### src/rtl/irqRoutePkg.sv
package irqRoutePkg;
  localparam int ENTRY_W  = 64;
  localparam int VEC_LO   = 0;
  localparam int MODE_LO  = 8;
  localparam int LOGIC_B  = 11;
  localparam int LEVEL_B  = 13;
  localparam int TRIG_B   = 15;
  localparam int MASK_B   = 16;
  localparam int DEST_LO  = 56;

  localparam logic [2:0] MODE_EXT = 3'b111;
  localparam logic [2:0] MODE_RSV_A = 3'b011;
  localparam logic [2:0] MODE_RSV_B = 3'b110;

  // strobes from control to datapath
  typedef struct packed {
    logic load;
    logic advance;
  } routeStrb_t;

  typedef enum logic {ST_IDLE, ST_SEND} routeState_t;
endpackage

### src/rtl/irqRouteCtrl.sv
module irqRouteCtrl
  import irqRoutePkg::*;
#(
  parameter int NUM_PINS = 4,
  localparam int IDXW = (NUM_PINS > 1) ? $clog2(NUM_PINS) : 1
) (
  input  logic                clk,
  input  logic                rstN,
  input  logic [NUM_PINS-1:0] pinIn,
  input  logic                selMasked,
  input  logic                selReserved,
  input  logic                selEmpty,
  input  logic                lastBeat,
  input  logic                msgReady,
  output routeStrb_t          strb,
  output logic [IDXW-1:0]     selIdx,
  output logic                msgValid,
  output logic                errReserved
);
  logic [NUM_PINS-1:0] pinState;
  logic [NUM_PINS-1:0] pending;
  logic [NUM_PINS-1:0] rise;
  logic [NUM_PINS-1:0] clrMask;
  logic                anyPend;
  logic                dropRsv;
  routeState_t         state, stateNext;

  assign rise    = pinIn & ~pinState;
  assign anyPend = |pending;

  // lowest numbered pending pin wins
  always_comb begin
    selIdx = '0;
    for (int i = NUM_PINS - 1; i >= 0; i--) begin
      if (pending[i]) selIdx = IDXW'(i);
    end
  end

  always_comb begin
    strb      = '0;
    clrMask   = '0;
    dropRsv   = 1'b0;
    stateNext = state;
    if (state == ST_IDLE) begin
      if (anyPend) begin
        clrMask[selIdx] = 1'b1;
        if (selMasked) begin
          stateNext = ST_IDLE;
        end else if (selReserved) begin
          dropRsv = 1'b1;
        end else if (!selEmpty) begin
          strb.load = 1'b1;
          stateNext = ST_SEND;
        end
      end
    end else if (msgReady) begin
      if (lastBeat) stateNext = ST_IDLE;
      else          strb.advance = 1'b1;
    end
  end

  always_ff @(posedge clk) begin
    if (!rstN) begin
      pinState    <= '0;
      pending     <= '0;
      state       <= ST_IDLE;
      errReserved <= 1'b0;
    end else begin
      pinState    <= pinIn;
      pending     <= (pending & ~clrMask) | rise;
      state       <= stateNext;
      errReserved <= dropRsv;
    end
  end

  assign msgValid = (state == ST_SEND);

  // an error pulse never coincides with an offered message
  p_err_no_msg_r7: assert property (@(posedge clk) disable iff (!rstN)
    errReserved |-> !msgValid);

  // a loaded message is offered in the next cycle
  p_load_offers_r9: assert property (@(posedge clk) disable iff (!rstN)
    strb.load |=> msgValid);
endmodule

### src/rtl/irqRouteDatapath.sv
module irqRouteDatapath
  import irqRoutePkg::*;
#(
  parameter int NUM_PINS = 4,
  localparam int IDXW = (NUM_PINS > 1) ? $clog2(NUM_PINS) : 1
) (
  input  logic                        clk,
  input  logic                        rstN,
  input  logic [NUM_PINS*ENTRY_W-1:0] entryTable,
  input  logic [7:0]                  extVector,
  input  logic [IDXW-1:0]             selIdx,
  input  routeStrb_t                  strb,
  output logic                        selMasked,
  output logic                        selReserved,
  output logic                        selEmpty,
  output logic                        lastBeat,
  output logic [7:0]                  msgDest,
  output logic [7:0]                  msgVector,
  output logic [2:0]                  msgMode,
  output logic                        msgLogical,
  output logic                        msgLevel,
  output logic                        msgTrigger
);
  logic [ENTRY_W-1:0] entries [NUM_PINS];
  logic [ENTRY_W-1:0] selEntry;
  logic [2:0]         selMode;
  logic [7:0]         selDest;
  logic               selLogical;
  logic [7:0]         remMask;
  logic [7:0]         nextMask;

  for (genvar g = 0; g < NUM_PINS; g++) begin : g_entry
    assign entries[g] = entryTable[g*ENTRY_W +: ENTRY_W];
  end

  function automatic logic [2:0] lowestBit(input logic [7:0] m);
    logic [2:0] r;
    r = '0;
    for (int i = 7; i >= 0; i--) begin
      if (m[i]) r = 3'(i);
    end
    return r;
  endfunction

  assign selEntry    = entries[selIdx];
  assign selMode     = selEntry[MODE_LO +: 3];
  assign selDest     = selEntry[DEST_LO +: 8];
  assign selLogical  = selEntry[LOGIC_B];
  assign selMasked   = selEntry[MASK_B];
  assign selReserved = (selMode == MODE_RSV_A) || (selMode == MODE_RSV_B);
  assign selEmpty    = selLogical && (selDest == 8'h00);

  assign nextMask = remMask & (remMask - 8'd1);
  assign lastBeat = !msgLogical || (nextMask == 8'h00);

  always_ff @(posedge clk) begin
    if (!rstN) begin
      remMask    <= '0;
      msgDest    <= '0;
      msgVector  <= '0;
      msgMode    <= '0;
      msgLogical <= 1'b0;
      msgLevel   <= 1'b0;
      msgTrigger <= 1'b0;
    end else if (strb.load) begin
      remMask    <= selLogical ? selDest : 8'h00;
      msgDest    <= selLogical ? {5'd0, lowestBit(selDest)} : selDest;
      msgVector  <= (selMode == MODE_EXT) ? extVector : selEntry[VEC_LO +: 8];
      msgMode    <= selMode;
      msgLogical <= selLogical;
      msgLevel   <= selEntry[LEVEL_B];
      msgTrigger <= selEntry[TRIG_B];
    end else if (strb.advance) begin
      remMask <= nextMask;
      msgDest <= {5'd0, lowestBit(nextMask)};
    end
  end

  // a stepping fan-out always has bits left to send
  p_step_has_bits_r6: assert property (@(posedge clk) disable iff (!rstN)
    strb.advance |-> (msgLogical && $countones(remMask) > 1));
endmodule

### src/rtl/irqRouteEngine.sv
module irqRouteEngine
  import irqRoutePkg::*;
#(
  parameter int NUM_PINS = 4
) (
  input  logic                        clk,
  input  logic                        rstN,
  input  logic [NUM_PINS-1:0]         pinIn,
  input  logic [NUM_PINS*ENTRY_W-1:0] entryTable,
  input  logic [7:0]                  extVector,
  output logic                        msgValid,
  input  logic                        msgReady,
  output logic [7:0]                  msgDest,
  output logic [7:0]                  msgVector,
  output logic [2:0]                  msgMode,
  output logic                        msgLogical,
  output logic                        msgLevel,
  output logic                        msgTrigger,
  output logic                        errReserved
);
  localparam int IDXW = (NUM_PINS > 1) ? $clog2(NUM_PINS) : 1;

  routeStrb_t      strb;
  logic [IDXW-1:0] selIdx;
  logic            selMasked, selReserved, selEmpty, lastBeat;

  irqRouteCtrl #(.NUM_PINS(NUM_PINS)) i_ctrl (
    .clk(clk), .rstN(rstN), .pinIn(pinIn),
    .selMasked(selMasked), .selReserved(selReserved), .selEmpty(selEmpty),
    .lastBeat(lastBeat), .msgReady(msgReady), .strb(strb), .selIdx(selIdx),
    .msgValid(msgValid), .errReserved(errReserved)
  );

  irqRouteDatapath #(.NUM_PINS(NUM_PINS)) i_dp (
    .clk(clk), .rstN(rstN), .entryTable(entryTable), .extVector(extVector),
    .selIdx(selIdx), .strb(strb), .selMasked(selMasked),
    .selReserved(selReserved), .selEmpty(selEmpty), .lastBeat(lastBeat),
    .msgDest(msgDest), .msgVector(msgVector), .msgMode(msgMode),
    .msgLogical(msgLogical), .msgLevel(msgLevel), .msgTrigger(msgTrigger)
  );

  // stalled message is frozen
  p_hold_stable_r9: assert property (@(posedge clk) disable iff (!rstN)
    (msgValid && !msgReady) |=> (msgValid && $stable(msgDest) &&
      $stable(msgVector) && $stable(msgMode) && $stable(msgLogical) &&
      $stable(msgLevel) && $stable(msgTrigger)));

  // logical fan-out destinations climb
  p_ascend_r6: assert property (@(posedge clk) disable iff (!rstN)
    (msgValid && msgReady && msgLogical && !lastBeat) |=>
      (msgValid && msgDest > $past(msgDest)));

  // a physical message ends its sequence after one handshake
  p_single_phys_r5: assert property (@(posedge clk) disable iff (!rstN)
    (msgValid && msgReady && !msgLogical) |=> !msgValid);

  // reserved modes never leave the block
  p_no_reserved_out_r7: assert property (@(posedge clk) disable iff (!rstN)
    msgValid |-> (msgMode != MODE_RSV_A && msgMode != MODE_RSV_B));
endmodule

### config.mk
export PLATFORM = sky130hd
export DESIGN_NAME = irqRouteEngine
export DESIGN_NICKNAME = d
export VERILOG_FILES = /design/src/rtl/irqRoutePkg.sv /design/src/rtl/irqRouteCtrl.sv /design/src/rtl/irqRouteDatapath.sv /design/src/rtl/irqRouteEngine.sv
export SDC_FILE = /design/constraint.sdc
export NUM_CORES = 1
export LEC_CHECK = 0
export ABC_AREA = 0
export BUFFER_PORTS_ARGS = -buffer_cell sky130_fd_sc_hd__buf_2
export CORE_AREA = 2 2 115 117
export CTS_CLUSTER_DIAMETER = 30
export DETAILED_ROUTE_END_ITERATION = 12
export DIE_AREA = 0 0 117 119
export PLACE_DENSITY_LB_ADDON = 0.15
export SLEW_MARGIN = 20
export SYNTH_ARGS = -nofsm -noshare
export SYNTH_HDL_FRONTEND = slang
export SYNTH_SLANG_ARGS = --single-unit
### constraint.sdc
create_clock -name clk -period 3.8 [get_ports clk]
set_input_delay 0.38 -clock clk [delete_from_list [all_inputs] [get_ports clk]]
set_output_delay 0.38 -clock clk [all_outputs]
set_load 0.005 [all_outputs]
==> impl_metrics.ini, run 1 <==
[clock_tree]
root_buffer = clkbuf_16
cts-htree-levels = 2
cts.path.max_buffers = 2
clock_latency_ns = 0.28
tritoncts = yes
path_clk_slew_ns = 0.06
cts_sinks = 40
post_cts_buffers = 0
cts_hold_buf = 0
cts_buffers = 5
ctsResizeCount = 0

[sta]
finalMaxSlewViolations = 0
timing.fmax_mhz = 334.9
rsz0062_at_grt = no
finalCriticalPeriod_ns = 2.986
clock_skew_ns = 0.005363
finalHoldViolations = 0
slew-limit-headroom = 0.6101
finalSetupViolations = 0
tns_ns = 0
fin_crit_sh = 0.7857
tightest_slew_ns = 0.5841

[finish]
n_antenna_cell = 0
area.sequential_um2 = 800.8
fillers = 1427
final_cells = 650
final_core_util = 0.2912
num-nets-final = 744
multi_input_comb_area_um2 = 1773
fin_area_um2 = 3749
drive_gt1_frac = 0.3523
area_delta_synth_final_pct = 34.65

[synthesis]
postSynthCellCount = 356
synth_top_area_frac = 0.2876
async_flop_share = 0
synth_most_common_cell = dfxtp_1
synth_cell_types = 59
yosysSeqAreaShare = 0.2876
ys.flop_type = dfxtp_1
synth_warnings = 0
synthesis.area_um2 = 2784
synth_common_cells = 40 x dfxtp_1, 28 x nand2_1, 25 x a21oi_1, 25 x nand3_1, 25 x o31ai_1
syn_avg_cell_area_um2 = 7.820
synth_edf_count = 0
synth_area_leaders = dfxtp_1 29%, o31ai_1 6.7%, a21oi_1 4.5%
synth_area_leader_cell = dfxtp_1
syn-num-nets = 627
ys_ff_latch = 40

[power_and_ir_drop]
power_mw = 1.382
p_leak_nw = 1.623
ir_worst_vdd_v = 0.0001661
power.density_nw_per_um2 = 368.8

[floorplanning]
fp.dieW_um = 117
dieArea_um2 = 13920
row_count = 42
initial_core_util = 0.2162
die_y_um = 119
io_pins = 295
coreArea_um2 = 12870

[min_path]
hold_class = in -> reg

[global_route]
grt_max_degree = 40
grt_usage = 0.1483
antenna_found_initial = 0
grt_pass1_wl_mm = 16.01
first_global_vias = 2921
grt_overflow = 0

[critical_path]
cp.required_ns = 3.97
cp-start-kind = flop
crit_path_max_fanout = 21
worst_ep_arrival_time_ns = 3.15
endpoint_kind = flop
criticalPathCategory = reg -> reg

[routing]
vias = 3060
routedWlPerCell_um = 16.01
drt_pass1_iterations = 4
ant_nets = 0
vias_per_cell = 4.708
wl_mm = 10.41
drtIter0Drc = 115
drc_errors = 0

[placement]
gp_congestion = 0.7902
dp_hpwl_mm = 8.200
placed_area_um2 = 3598
dp.cells = 642
portBuffers = 130

[status]
status = completed

[job]
maxCapViolCount = 0
-- cell type report --
class | instances | area share
tap | 176 | 0.05874
clock buffer | 7 | 0.03805
sequential | 40 | 0.2136
timing repair buffer | 146 | 0.2056
multi-input combinational | 271 | 0.4730
inverter | 9 | 0.009012
clock inverter | 1 | 0.002003
-- critical path, stage by stage (launching register included) --
cell      delay, ns
dfxtp_1        0.69
nor2b_1        0.40
buf_4          0.22
a221oi_1       0.08
o22ai_1        0.16
buf_4          0.18
nand4_1        0.18
o31ai_4        0.27
buf_4          0.27
a22oi_1        0.10
a311o_1        0.32
-- through the flow --
stage          hold WS (ns)  setup slack, ns
2_1_floorplan        0.4623            1.363
3_3_place_gp         0.4558           0.8130
3_5_place_dp         0.4584           0.8118
4_1_cts              0.3068           0.7991
5_1_grt              0.3209           0.5401
6_report             0.3112           0.8144
-- logic make-up (layout without fill, tap and decap cells) --
group           Yosys count  count (layout)  share of synthesized area
simple gates            123             123                     0.2445
flops                    40              40                     0.2876
mux                       2               2                   0.008089
buf+inv                  45             163                    0.07550
compound gates          141             141                     0.3672
xor+xnor                  3               3                   0.009440
fa+ha+maj                 2               2                   0.007640
-- cell usage in the layout, fill, tap and decap left out, types with 4 or more instances in the layout --
master	n
nand3b_1	5
o31ai_1	25
nand2b_1	11
o2111ai_1	5
and3b_1	10
a21oi_1	25
inv_1	8
clkbuf_16	5
dfxtp_1	40
o41ai_1	5
and2_1	6
o21a_1	5
buf_2	130
or2_2	4
a221oi_1	8
nand3_1	25
buf_4	16
nand2_1	28
nor2_1	14
o21ai_0	23
nor2b_1	4
a22oi_1	12
-- metal layers --
layer,up-vias,part of all wire,GRT usage
met5,-,0,0
met4,0,0.015,0.04044
met3,12,0.053,0.02799
met2,111,0.38,0.1882
met1,1359,0.55,0.2454
li1,1578,-,-
-- registers in the layout (all words and copies together) (netlist names) --
signal / cells
i_ctrl.msgValid: 1
i_dp.msgLevel: 1
i_dp.msgDest: 8
i_dp.msgLogical: 1
i_dp.msgMode: 3
i_dp.msgVector: 8
i_dp.remMask: 8
i_ctrl.pinState: 4
i_ctrl.pending: 4
i_ctrl.errReserved: 1
i_dp.msgTrigger: 1
-- final timing paths --
check                                                  start  slack [ns]  cells past startpoint                            end
worst min-delay path                                pinIn[0]        0.31                      2  i_ctrl.pinState[0]$_SDFF_PN0_
worst min register to register  i_dp.msgMode[1]$_SDFFE_PN0P_        0.47                      2   i_dp.msgMode[1]$_SDFFE_PN0P_
worst max-delay path            i_ctrl.pending[3]$_SDFF_PN0_        0.81                     10   i_dp.msgDest[2]$_SDFFE_PN0P_
worst max register to register  i_ctrl.pending[3]$_SDFF_PN0_        0.81                     10   i_dp.msgDest[2]$_SDFFE_PN0P_
-- power breakdown --
group          internal, mW  switching [mW]  total [mW]
registers             0.459          0.0407       0.500
logic                 0.195           0.257       0.452
clock network         0.262           0.169       0.431
total                 0.916           0.467        1.38
Power figures use the tool's default switching activity.
==> inputs of run 2 (changes only) <==
==> constraint.sdc (replaced) <==
create_clock -name clk -period 2.6 [get_ports clk]
set_input_delay 0.26 -clock clk [delete_from_list [all_inputs] [get_ports clk]]
set_output_delay 0.26 -clock clk [all_outputs]
set_load 0.005 [all_outputs]
==> impl_metrics.ini, run 2 (synthesis results as in run 1) <==
[global_route]
grt_overflow = 0
first_global_vias = 3006
antenna_found_initial = 1
grt_pass1_wl_mm = 16.45
grt_usage = 0.1538
grt_max_degree = 40

[min_path]
hold_class = in -> reg
hold_start = pinIn[2]
min_path_cells = 2

[routing]
drtIter0Drc = 79
drt_pass1_iterations = 4
vias_per_cell = 4.654
vias = 3118
ant_nets = 0
routedWlPerCell_um = 15.76
wl_mm = 10.56
drc_errors = 0

[critical_path]
startpoint = i_ctrl.pending[3]$_SDFF_PN0_
slowest_stage = o41ai_1
cp_common_cell = buf_4
rr_startpoint = i_ctrl.pending[3]$_SDFF_PN0_
endpoint_kind = flop
slowest_delay_ns = 0.38
crit_path_max_fanout = 39
criticalPathCategory = reg -> reg
worst_ep_arrival_time_ns = 2.59
r2r_cells = 9
path_cells = buf_4, nor3_2, buf_4, o21a_1, a211o_1, a31oi_2, o31ai_4, buf_12, o41ai_1
cp-start-kind = flop
cp.required_ns = 2.77

[clock_tree]
cts_buffers = 5
cts_hold_buf = 0
root_buffer = clkbuf_16
cts_sinks = 40
cts-htree-levels = 2
cts.path.max_buffers = 2
path_clk_slew_ns = 0.06
tritoncts = yes
clock_latency_ns = 0.29

[floorplanning]
dieArea_um2 = 13920
coreArea_um2 = 12870
initial_core_util = 0.2162
die_y_um = 119
row_count = 42
io_pins = 295
fp.dieW_um = 117

[sta]
timing.fmax_mhz = 414.3
finalCriticalPeriod_ns = 2.414
tightest_slew_ns = 0.4083
clock_skew_ns = 0.004448
tns_ns = 0
fin_crit_sh = 0.9284
rsz0062_at_grt = no
slew-limit-headroom = 0.7278
finalSetupViolations = 0
finalMaxSlewViolations = 0
finalHoldViolations = 0

[finish]
reg.largest.list = i_dp.msgDest: 8 flops, i_dp.msgVector: 8 flops, i_dp.remMask: 8 flops
drive_gt1_frac = 0.3915
final_cell_mix = 130 x buf_2, 39 x dfxtp_1, 32 x buf_4, 28 x nand2_1
num-nets-final = 763
final_cells = 670
fin_area_um2 = 3963
area_delta_synth_final_pct = 42.34
layout_commonest_cell = buf_2
final_core_util = 0.3078
fillers = 1418

[status]
status = completed

[placement]
dp.cells = 660
portBuffers = 130
gp_congestion = 0.8217
dp_hpwl_mm = 8.430
placed_area_um2 = 3759

[job]
maxCapViolCount = 0

[power_and_ir_drop]
ir_worst_vdd_v = 0.0002109
p_leak_nw = 1.740
power.density_nw_per_um2 = 546.4
## run 2: timing repair
| item | CTS | global route |
|---|---|---|
| endpoints found under the setup margin | 0 | 29 |
| buffers inserted | 0 | 1 |
| resized for setup | 0 | 7 |
## run 2: power breakdown
group / switching, mW / internal (mW)
clock: 0.256 / 0.451
sequential: 0.0467 / 0.671
combinational: 0.400 / 0.340
total: 0.703 / 1.46
## run 2: worst paths after layout
check,end,slack [ns]
max reg2reg,i_dp.msgDest[1]$_SDFFE_PN0P_,0.19
min,i_ctrl.pinState[2]$_SDFF_PN0_,0.19
min reg2reg,i_dp.msgVector[4]$_SDFFE_PN0P_,0.47
max,i_dp.msgDest[1]$_SDFFE_PN0P_,0.19
## run 2: area by class of cell
class                      count  area, um^2  area share
clock inverter                 3       42.54     0.01074
multi-input combinational    271        1790      0.4518
antenna                        1       2.502   0.0006315
tap                          176       220.2     0.05557
timing repair buffer         165       942.2      0.2378
inverter                       9       37.54    0.009473
sequential                    40       802.0      0.2024
clock buffer                   5       125.1     0.03158
## run 2: metrics by stage
| step | hold slack [ns] | setup slack (ns) | total power, mW |
|---|---|---|---|
| after floorplan | 0.3817 | 0.1634 | 1.147 |
| after global placement | 0.4534 | 0.1124 | 1.457 |
| after detailed placement | 0.4625 | 0.04787 | 1.468 |
| after CTS | 0.1824 | 0.01779 | 2.179 |
| after global routing | 0.1907 | 0.006606 | 2.300 |
| final | 0.1851 | 0.1860 | 2.165 |
## run 2: routing by layer
| layer | track usage | part of all wire | vias up |
|---|---|---|---|
| met5 | 0 | 0 | - |
| met4 | 0.04485 | 0.014 | 0 |
| met3 | 0.03206 | 0.051 | 9 |
| met2 | 0.2059 | 0.40 | 90 |
| met1 | 0.2421 | 0.53 | 1394 |
| li1 | - | - | 1625 |
## run 2: worst max-delay path: cells and delay by family (launching register included)
| kind | cells | cell delay (ns) |
|---|---|---|
| AO/OA/AOI/OAI | 5 | 1.32 |
| AND/OR/NAND/NOR | 1 | 0.06 |
| buffers and inverters | 3 | 0.54 |
| flip-flops | 1 | 0.37 |
